[src/rtl/tfu_pkg.sv]
package tfu_pkg;

  localparam int VA_W    = 32;
  localparam int PG_BITS = 12;
  localparam int PPN_W   = VA_W - PG_BITS;
  localparam int OFF_W   = 12;
  localparam int CAUSE_W = 5;

  localparam logic [CAUSE_W-1:0] CAUSE_NONE   = 5'd0;
  localparam logic [CAUSE_W-1:0] CAUSE_MODIFY = 5'd1;
  localparam logic [CAUSE_W-1:0] CAUSE_LOADF  = 5'd2;
  localparam logic [CAUSE_W-1:0] CAUSE_STOREF = 5'd3;

  localparam logic [1:0] KIND_STORE = 2'b01;

  typedef enum logic [2:0] {
    FK_NONE, FK_LD_REFILL, FK_LD_INVAL, FK_ST_REFILL, FK_ST_INVAL, FK_MODIFY
  } fault_e;

  typedef struct packed {
    logic               exc;
    logic [CAUSE_W-1:0] cause;
    logic [OFF_W-1:0]   off;
    logic [VA_W-1:0]    target;
    logic [VA_W-1:0]    pa;
    logic               rd;
    logic               wr;
    logic               badv_we;
    logic [VA_W-1:0]    badv;
    logic               ctx_we;
    logic [VA_W-1:0]    ctx;
    logic               ehi_we;
    logic [VA_W-1:0]    ehi;
    logic               epc_we;
    logic [VA_W-1:0]    epc;
  } outcome_t;

  // Context: keep the upper base bits, drop the virtual page number into 22:4.
  function automatic logic [VA_W-1:0] ctx_merge(logic [VA_W-1:0] old, logic [VA_W-1:0] va);
    return {old[31:23], va[31:13], 4'b0000};
  endfunction

  // EntryHi: new virtual page number on top, address-space id kept.
  function automatic logic [VA_W-1:0] ehi_merge(logic [VA_W-1:0] old, logic [VA_W-1:0] va);
    return {va[31:13], 5'b00000, old[7:0]};
  endfunction

  function automatic logic is_refill(fault_e f);
    return (f == FK_LD_REFILL) || (f == FK_ST_REFILL);
  endfunction

  function automatic logic [CAUSE_W-1:0] cause_of(fault_e f);
    case (f)
      FK_LD_REFILL, FK_LD_INVAL: return CAUSE_LOADF;
      FK_ST_REFILL, FK_ST_INVAL: return CAUSE_STOREF;
      FK_MODIFY:                 return CAUSE_MODIFY;
      default:                   return CAUSE_NONE;
    endcase
  endfunction

endpackage

[src/rtl/tfu_classify.sv]
module tfu_classify
  import tfu_pkg::*;
(
  input  logic [1:0] kind,
  input  logic       rd_ok,
  input  logic       wr_ok,
  input  logic       fixed,
  output fault_e     fault
);
  logic is_store;
  assign is_store = (kind == KIND_STORE);

  always_comb begin
    fault = FK_NONE;
    if (is_store) begin
      if (!wr_ok) begin
        if (rd_ok)      fault = FK_MODIFY;
        else if (fixed) fault = FK_ST_INVAL;
        else            fault = FK_ST_REFILL;
      end
    end else if (!rd_ok) begin
      fault = fixed ? FK_LD_INVAL : FK_LD_REFILL;
    end
  end
endmodule

[src/rtl/tfu_regcalc.sv]
module tfu_regcalc
  import tfu_pkg::*;
#(
  parameter logic [VA_W-1:0]  VEC_BASE    = 32'h8000_0000,
  parameter logic [OFF_W-1:0] OFF_REFILL  = 12'h000,
  parameter logic [OFF_W-1:0] OFF_GENERAL = 12'h180
) (
  input  fault_e           fault,
  input  logic [1:0]       kind,
  input  logic [VA_W-1:0]  vaddr,
  input  logic [PPN_W-1:0] ppn,
  input  logic [VA_W-1:0]  prev_pc,
  input  logic [VA_W-1:0]  ctx_in,
  input  logic [VA_W-1:0]  ehi_in,
  output outcome_t         res
);
  logic faulted, tlb_miss;
  logic [OFF_W-1:0] off;
  assign faulted  = (fault != FK_NONE);
  assign tlb_miss = faulted && (fault != FK_MODIFY);
  assign off      = is_refill(fault) ? OFF_REFILL : OFF_GENERAL;

  always_comb begin
    res = '0;
    if (faulted) begin
      res.exc     = 1'b1;
      res.cause   = cause_of(fault);
      res.off     = off;
      res.target  = VEC_BASE + {{(VA_W-OFF_W){1'b0}}, off};
      res.badv_we = 1'b1;
      res.badv    = vaddr;
      res.epc_we  = 1'b1;
      res.epc     = prev_pc;
      res.ctx_we  = tlb_miss;
      res.ctx     = tlb_miss ? ctx_merge(ctx_in, vaddr) : '0;
      res.ehi_we  = tlb_miss;
      res.ehi     = tlb_miss ? ehi_merge(ehi_in, vaddr) : '0;
    end else begin
      res.pa = {ppn, vaddr[PG_BITS-1:0]};
      res.wr = (kind == KIND_STORE);
      res.rd = (kind != KIND_STORE);
    end
  end
endmodule

[src/rtl/tfu_stage.sv]
module tfu_stage
  import tfu_pkg::*;
(
  input  logic     clk,
  input  logic     rst_n,
  input  logic     valid,
  input  outcome_t nxt,
  output logic     vld_q,
  output outcome_t res_q
);
  always_ff @(posedge clk) begin
    if (!rst_n) begin
      vld_q <= 1'b0;
      res_q <= '0;
    end else begin
      vld_q <= valid;
      res_q <= valid ? nxt : '0;
    end
  end
endmodule

[src/rtl/tfu_fault_unit.sv]
module tfu_fault_unit
  import tfu_pkg::*;
#(
  parameter logic [31:0] VEC_BASE    = 32'h8000_0000,
  parameter logic [11:0] OFF_REFILL  = 12'h000,
  parameter logic [11:0] OFF_GENERAL = 12'h180
) (
  input  logic        clk,
  input  logic        rst_n,
  input  logic        acc_valid,
  input  logic [1:0]  acc_kind,
  input  logic [31:0] vaddr,
  input  logic [31:0] cur_pc,
  input  logic [31:0] prev_pc,
  input  logic [19:0] ent_ppn,
  input  logic        ent_rd,
  input  logic        ent_wr,
  input  logic        ent_fix,
  input  logic [31:0] ctx_in,
  input  logic [31:0] ehi_in,
  input  logic [31:0] mem_rdata,
  output logic        rsp_valid,
  output logic [31:0] pa,
  output logic        mem_rd,
  output logic        mem_wr,
  output logic [31:0] ld_data,
  output logic        exc,
  output logic [4:0]  cause,
  output logic [11:0] vec_off,
  output logic [31:0] target_pc,
  output logic        badv_we,
  output logic [31:0] badv,
  output logic        ctx_we,
  output logic [31:0] ctx,
  output logic        ehi_we,
  output logic [31:0] ehi,
  output logic        epc_we,
  output logic [31:0] epc
);
  fault_e   fault_kind;
  outcome_t next_res, res_q;
  logic     unused_pc;

  // The faulting instruction's own PC is never recorded: EPC uses the backed-up PC.
  assign unused_pc = ^cur_pc;

  tfu_classify u_cls (
    .kind(acc_kind), .rd_ok(ent_rd), .wr_ok(ent_wr), .fixed(ent_fix), .fault(fault_kind)
  );

  tfu_regcalc #(
    .VEC_BASE(VEC_BASE), .OFF_REFILL(OFF_REFILL), .OFF_GENERAL(OFF_GENERAL)
  ) u_calc (
    .fault(fault_kind), .kind(acc_kind), .vaddr(vaddr), .ppn(ent_ppn),
    .prev_pc(prev_pc), .ctx_in(ctx_in), .ehi_in(ehi_in), .res(next_res)
  );

  tfu_stage u_stg (
    .clk(clk), .rst_n(rst_n), .valid(acc_valid), .nxt(next_res),
    .vld_q(rsp_valid), .res_q(res_q)
  );

  assign pa        = res_q.pa;
  assign mem_rd    = res_q.rd;
  assign mem_wr    = res_q.wr;
  assign ld_data   = res_q.rd ? mem_rdata : '0;
  assign exc       = res_q.exc;
  assign cause     = res_q.cause;
  assign vec_off   = res_q.off;
  assign target_pc = res_q.target;
  assign badv_we   = res_q.badv_we;
  assign badv      = res_q.badv;
  assign ctx_we    = res_q.ctx_we;
  assign ctx       = res_q.ctx;
  assign ehi_we    = res_q.ehi_we;
  assign ehi       = res_q.ehi;
  assign epc_we    = res_q.epc_we;
  assign epc       = res_q.epc;
endmodule

[config.mk]
export PLATFORM = sky130hd
export DESIGN_NAME = tfu_fault_unit
export DESIGN_NICKNAME = d
export VERILOG_FILES = /design/src/rtl/tfu_pkg.sv /design/src/rtl/tfu_classify.sv /design/src/rtl/tfu_regcalc.sv /design/src/rtl/tfu_stage.sv /design/src/rtl/tfu_fault_unit.sv
export SDC_FILE = /design/constraint.sdc
export NUM_CORES = 1
export LEC_CHECK = 0
export ABC_AREA = 1
export ABC_CLOCK_PERIOD_IN_PS = 900
export BUFFER_PORTS_ARGS = -buffer_cell sky130_fd_sc_hd__buf_2
export CAP_MARGIN = 10
export CORE_AREA = 2 2 184 186
export CTS_BUF_LIST = sky130_fd_sc_hd__clkbuf_16
export DETAILED_ROUTE_END_ITERATION = 10
export DIE_AREA = 0 0 186 188
export SYNTH_ARGS = -nofsm -noshare
export SYNTH_HDL_FRONTEND = slang
export SYNTH_SLANG_ARGS = --single-unit
[constraint.sdc]
create_clock -name clk -period 0.9 [get_ports clk]
set_input_delay 0 -clock clk [delete_from_list [all_inputs] [get_ports clk]]
set_output_delay 0 -clock clk [all_outputs]
set_load 0.05 [all_outputs]
==> results of run 1 <==
-- cell families (layout without fill, tap and decap cells) --
logic type             count (synthesis)  in the layout  synth area share, %
and+or+nand+nor                      181            181                18.14
other                                  1             52              0.07549
DFF                                  141            141                56.83
buffers and inverters                234            641                24.96
-- per-stage QoR --
step	area [um^2]	utilization (%)	setup TNS (ns)	power [uW]
global route	11090	33.49	-27.83	17880
floorplan	5285	-	-0.8396	8689
detailed placement	7018	21.19	-19.86	9185
CTS	10750	32.48	-22.56	17220
finish	11090	33.49	-16.42	17130
global placement	7018	21.19	-15.66	9172
-- how the worst min path moves through the flow --
stage,endpoint,depth (start not counted)
CTS,u_stg.res_q[210],4
finish,u_stg.res_q[210],4
detailed placement,u_stg.res_q[22],3
global route,u_stg.res_q[210],4
global placement,u_stg.res_q[97],3
floorplan,u_stg.res_q[10],2
-- power by group through the flow --
stage	registers, uW	clock network [uW]	logic, uW
final	6600	6950	3590
after global routing	6610	7500	3760
after CTS	6600	7170	3440
after detailed placement	6640	0	2540
after global placement	6640	0	2530
after floorplan	7330	0	1360
-- routing by layer --
metal,GRT usage (%),vias up,wire length [um]
li1,-,2305,-
met1,9.684,2196,6739
met2,20.46,255,10910
met3,4.661,44,1751
met4,4.573,2,633
met5,0,-,12
-- what timing repair did --
action / CTS / global route
setup endpoints to repair: 198 / 204
gates resized for setup: 713 / 82
setup buffers: 4 / 2
endpoints found under the hold margin: 135 / 1
pin swaps: 1 / 1
gates cloned: 1 / 1
-- placed cells by master, fill, tap and decap left out, types with 2 or more instances in the layout --
master / Yosys / layout
nand2_2: 0 / 16
clkbuf_16: 0 / 18
inv_6: 0 / 7
buf_6: 3 / 14
nand3_4: 0 / 2
inv_8: 0 / 2
inv_1: 138 / 107
nor2_1: 109 / 108
nand2_4: 0 / 13
dfxtp_4: 0 / 20
buf_8: 1 / 186
nand3_2: 1 / 2
buf_4: 76 / 14
dfxtp_2: 0 / 121
nor2_4: 28 / 28
buf_2: 8 / 140
conb_1: 1 / 51
buf_12: 2 / 7
inv_2: 3 / 5
clkinvlp_4: 0 / 33
dlygate4sd3_1: 0 / 105
nand2_1: 39 / 10
-- flip-flops by register name, summed over array words and instances (netlist names) --
| signal | flops |
|---|---|
| u_stg.vld_q | 1 |
| u_stg.res_q | 140 |
-- layout make-up --
| cell class | instances | area, um^2 | area share, % |
|---|---|---|---|
| sequential | 141 | 3049 | 27.49 |
| clock buffer | 17 | 425.4 | 3.836 |
| clock inverter | 15 | 148.9 | 1.343 |
| timing repair buffer | 468 | 5000 | 45.08 |
| multi-input combinational | 232 | 1262 | 11.38 |
| inverter | 141 | 641.9 | 5.787 |
| tap | 448 | 560.5 | 5.054 |
| antenna | 1 | 2.502 | 0.02256 |
==> flow_summary.ini, run 1 <==
[floorplan]
io_pins = 469
core_mm2 = 0.03311
fp.dieW_um = 186
rows = 67
start_util_pct = 15.00
fp.dieH_um = 188
die-area_mm2 = 0.03497

[worst_setup_path]
critPathTopFamily = flip-flops
worst-path-buf-inv = 3
slowest_delay_ns = 0.43
crit_slowest_cell = dfxtp_4
endpoint_kind = primary output
criticalPathCategory = reg -> out
timing.critical_path.from = u_stg.res_q[133]
crit_top_cell = buf_8
crit_required_ns = 0.90
arrival_ns = 1.34
path_cells = buf_8 -> nand2_2 -> clkinvlp_4 -> buf_8
cp_max_fo = 8
cp_num_cells = 4
cp-start-kind = register
endpoint = ld_data[7]

[final_layout]
areaGrowthSynthToFinish_pct = 123.3
fin_nets = 1221
fillers = 3176
layout.cells.non_filler = 1463
drive_gt1_share_pct = 62.33

[yosys]
synth.most_common_cell = dfxtp_1
yosysTopAreaCell = dfxtp_1
synth_cell_types = 15
netlist.area_leader.share_pct = 56.83
ys_ff_latch = 141
synthFlopType = dfxtp_1
synthArstFlopShare_pct = 0
synth_cells = 557
synth_commonest_cells = dfxtp_1, inv_1, nor2_1, buf_4, nand2_1
ys.warnings.count = 0
ys_seq_area_share_pct = 56.83
synth.area.top_cells = dfxtp_1, buf_4, inv_1, nor2_1, nor2_4
synth_area_mm2 = 0.004967
avgSynthCellArea_um2 = 8.918
synth_edf_count = 0

[drt]
vias = 4802
first_pass_iters = 4
wl_um = 20040
drt-initial-drc-count = 72
drc_errors = 0
antenna_left = 0
viasPerCell = 3.282
wl_per_cell_um = 13.70

[sta]
slew_viol_final = 0
hold_ws_ns = -0.08559
final-setup-viol-count = 157
setup_ws_ns = -0.4356
rsz0062_at_grt = true
finalHoldViolCount = 1
fin_crit_sh_pct = 148.4
period_minus_slack_ns = 1.336
max_freq_mhz = 748.7

[hold_path]
min_from = acc_kind[1]
hold_class = in -> reg

[clocking]
cts_made_buffers = 17
clockBufferDepth = 2
cts_max_level = 4
tritoncts = done
clock_sinks = 141
cts_root_buf = clkbuf_16
cts_hold_buf = 105
clk_pin_slew_ns = 0.06

[grt]
grt_max_degree = 33
grt_pass1_vias = 5108
grtUsageTotal_pct = 10.74
grt_pass1_wl_um = 27610
antenna_found_initial = 2
grt-ovfl-total = 0

[power_and_ir_drop]
pwr-share-comb_pct = 20.9
pwr-share-clk_pct = 40.5
leakagePower_uw = 0.005321
power_density_mw_per_mm2 = 1545
p_sw_share_pct = 31.44
internal_power_uw = 11750
ir_worst_vdd_uv = 1272
pwr-share-seq_pct = 38.5
p_sw_uw = 5387

[place]
place_congestion = 0.7364
dp.cells = 1317
io_buffer_count = 338
dp_slack_ns = -0.2238
post-dp-hpwl_um = 11480

[status]
status = finished, violations left
violations = hold timing, setup timing

[run]
drv_cap = 0
(Power assumes the default switching activity.)
==> inputs of run 2 (changes only) <==
--- a/config.mk
+++ b/config.mk
@@ -13,6 +13,8 @@
 export CTS_BUF_LIST = sky130_fd_sc_hd__clkbuf_16
 export DETAILED_ROUTE_END_ITERATION = 10
 export DIE_AREA = 0 0 186 188
+export SKIP_LAST_GASP = 1
 export SYNTH_ARGS = -nofsm -noshare
 export SYNTH_HDL_FRONTEND = slang
 export SYNTH_SLANG_ARGS = --single-unit
+export TNS_END_PERCENT = 1
==> flow_summary.ini, run 2 (same netlist as run 1, synthesis figures left out) <==
[drt]
viasPerCell = 3.127
wl_um = 16140
first_pass_iters = 5
vias = 4572
drc_errors = 0
wl_per_cell_um = 11.04
antenna_left = 0
drt-initial-drc-count = 61

[clocking]
cts_made_buffers = 17
clock_sinks = 141
clk_pin_slew_ns = 0.07
cts_root_buf = clkbuf_16
tritoncts = done
cts_max_level = 4
clockBufferDepth = 2

[final_layout]
drive_gt1_share_pct = 46.45
areaGrowthSynthToFinish_pct = 79.95
reg_top3 = u_stg.res_q: 140 flops, u_stg.vld_q: 1 flops
top_register = u_stg.res_q
largest_reg_flops = 140
layout_commonest_cell = buf_2
fin_area_mm2 = 0.008939
fin_nets = 1221
final_cell_mix = buf_2, dfxtp_1, nor2_1, inv_1, dlygate4sd3_1
diodes = 0

[floorplan]
core_mm2 = 0.03311
start_util_pct = 15.00
io_pins = 469
fp.dieW_um = 186
rows = 67
die-area_mm2 = 0.03497
fp.dieH_um = 188

[grt]
grt_busiest_layer = met2
grt-ovfl-total = 0
use_met3_pct = 4.020
gr-usage-met1_pct = 8.625
use_met2_pct = 16.94
antenna_found_initial = 1
grt_pass1_wl_um = 23490
grt_max_degree = 32
grtUsageTotal_pct = 9.067
grt_pass1_vias = 4661

[worst_setup_path]
criticalPathCategory = reg -> out
arrival_ns = 1.33
cp-start-kind = register
crit_required_ns = 0.90
cp_max_fo = 16
endpoint_kind = primary output

[power_and_ir_drop]
total_power_uw = 16670
ir_worst_vdd_uv = 1245
leakagePower_uw = 0.004794
power_density_mw_per_mm2 = 1865

[hold_path]
min_from = acc_valid
hold_path_depth = 4
hold_path_end = u_stg.res_q[210]
hold_class = in -> reg

[sta]
final-setup-viol-count = 198
max_freq_mhz = 753.7
finalHoldViolCount = 0
fin_crit_sh_pct = 147.4
slew_viol_final = 0
rsz0062_at_grt = true
hold_ws_ns = 0.01583
period_minus_slack_ns = 1.327
final.setup.tns_ns = -29.97
setup_ws_ns = -0.4268

[place]
io_buffer_count = 338
dp_slack_ns = -0.1620
placed_cell_area_mm2 = 0.007059
post-dp-hpwl_um = 11470
place_congestion = 0.7240

[status]
violations = setup timing
status = finished, violations left

[run]
drv_cap = 0
-- run 2: layout make-up --
class                           count  area (um^2)
Multi-Input combinational cell    232         1137
Clock buffer                       17        425.4
Clock inverter                     15        176.4
Tap cell                          448        560.5
Inverter                          141        641.9
Timing Repair Buffer              468         3169
Fill cell                        3465        24170
Sequential cell                   141         2828
-- run 2: power breakdown --
| part | leakage [uW] | switching (uW) | internal, uW |
|---|---|---|---|
| Clock | 0.000291 | 2990 | 4180 |
| Combinational | 0.00335 | 2070 | 929 |
| Sequential | 0.00115 | 61.8 | 6430 |
| Total | 0.00479 | 5120 | 11500 |
-- run 2: stage by stage --
stage          cells  util (%)
2_1_floorplan    607         -
3_3_place_gp    1322     21.32
3_5_place_dp    1322     21.32
4_1_cts         1462     26.98
5_1_grt         1462     26.99
6_report        1462     26.99
-- run 2: per-layer routing --
layer	up-vias	routed length [um]
li1	2297	-
met1	2019	5993
met2	231	8482
met3	23	1386
met4	2	267
met5	-	10
-- run 2: repair_timing --
item                                   4_1_cts  5_1_grt
buffers inserted                             2        0
gates resized for setup                     62        2
hold buffers                               106        0
endpoints found under the hold margin      134        0
setup endpoints to repair                  198      199
-- run 2: worst max-delay path by stage --
stage	slack, ns	endpoint	startpoint
after detailed placement	-0.16	u_stg.res_q[10]	acc_kind[1]
final	-0.43	ld_data[4]	u_stg.res_q[133]
after global placement	-0.13	u_stg.res_q[104]	acc_kind[1]
after floorplan	-0.03	ld_data[0]	u_stg.res_q[133]
after global routing	-0.49	ld_data[4]	u_stg.res_q[133]
after CTS	-0.44	ld_data[28]	u_stg.res_q[133]
-- run 2: critical path, cell delays in order (launching register included) --
cell and delay [ns]:
dfxtp_4 0.37, buf_8 0.15, nand2_1 0.12, clkinvlp_4 0.10, buf_6 0.15
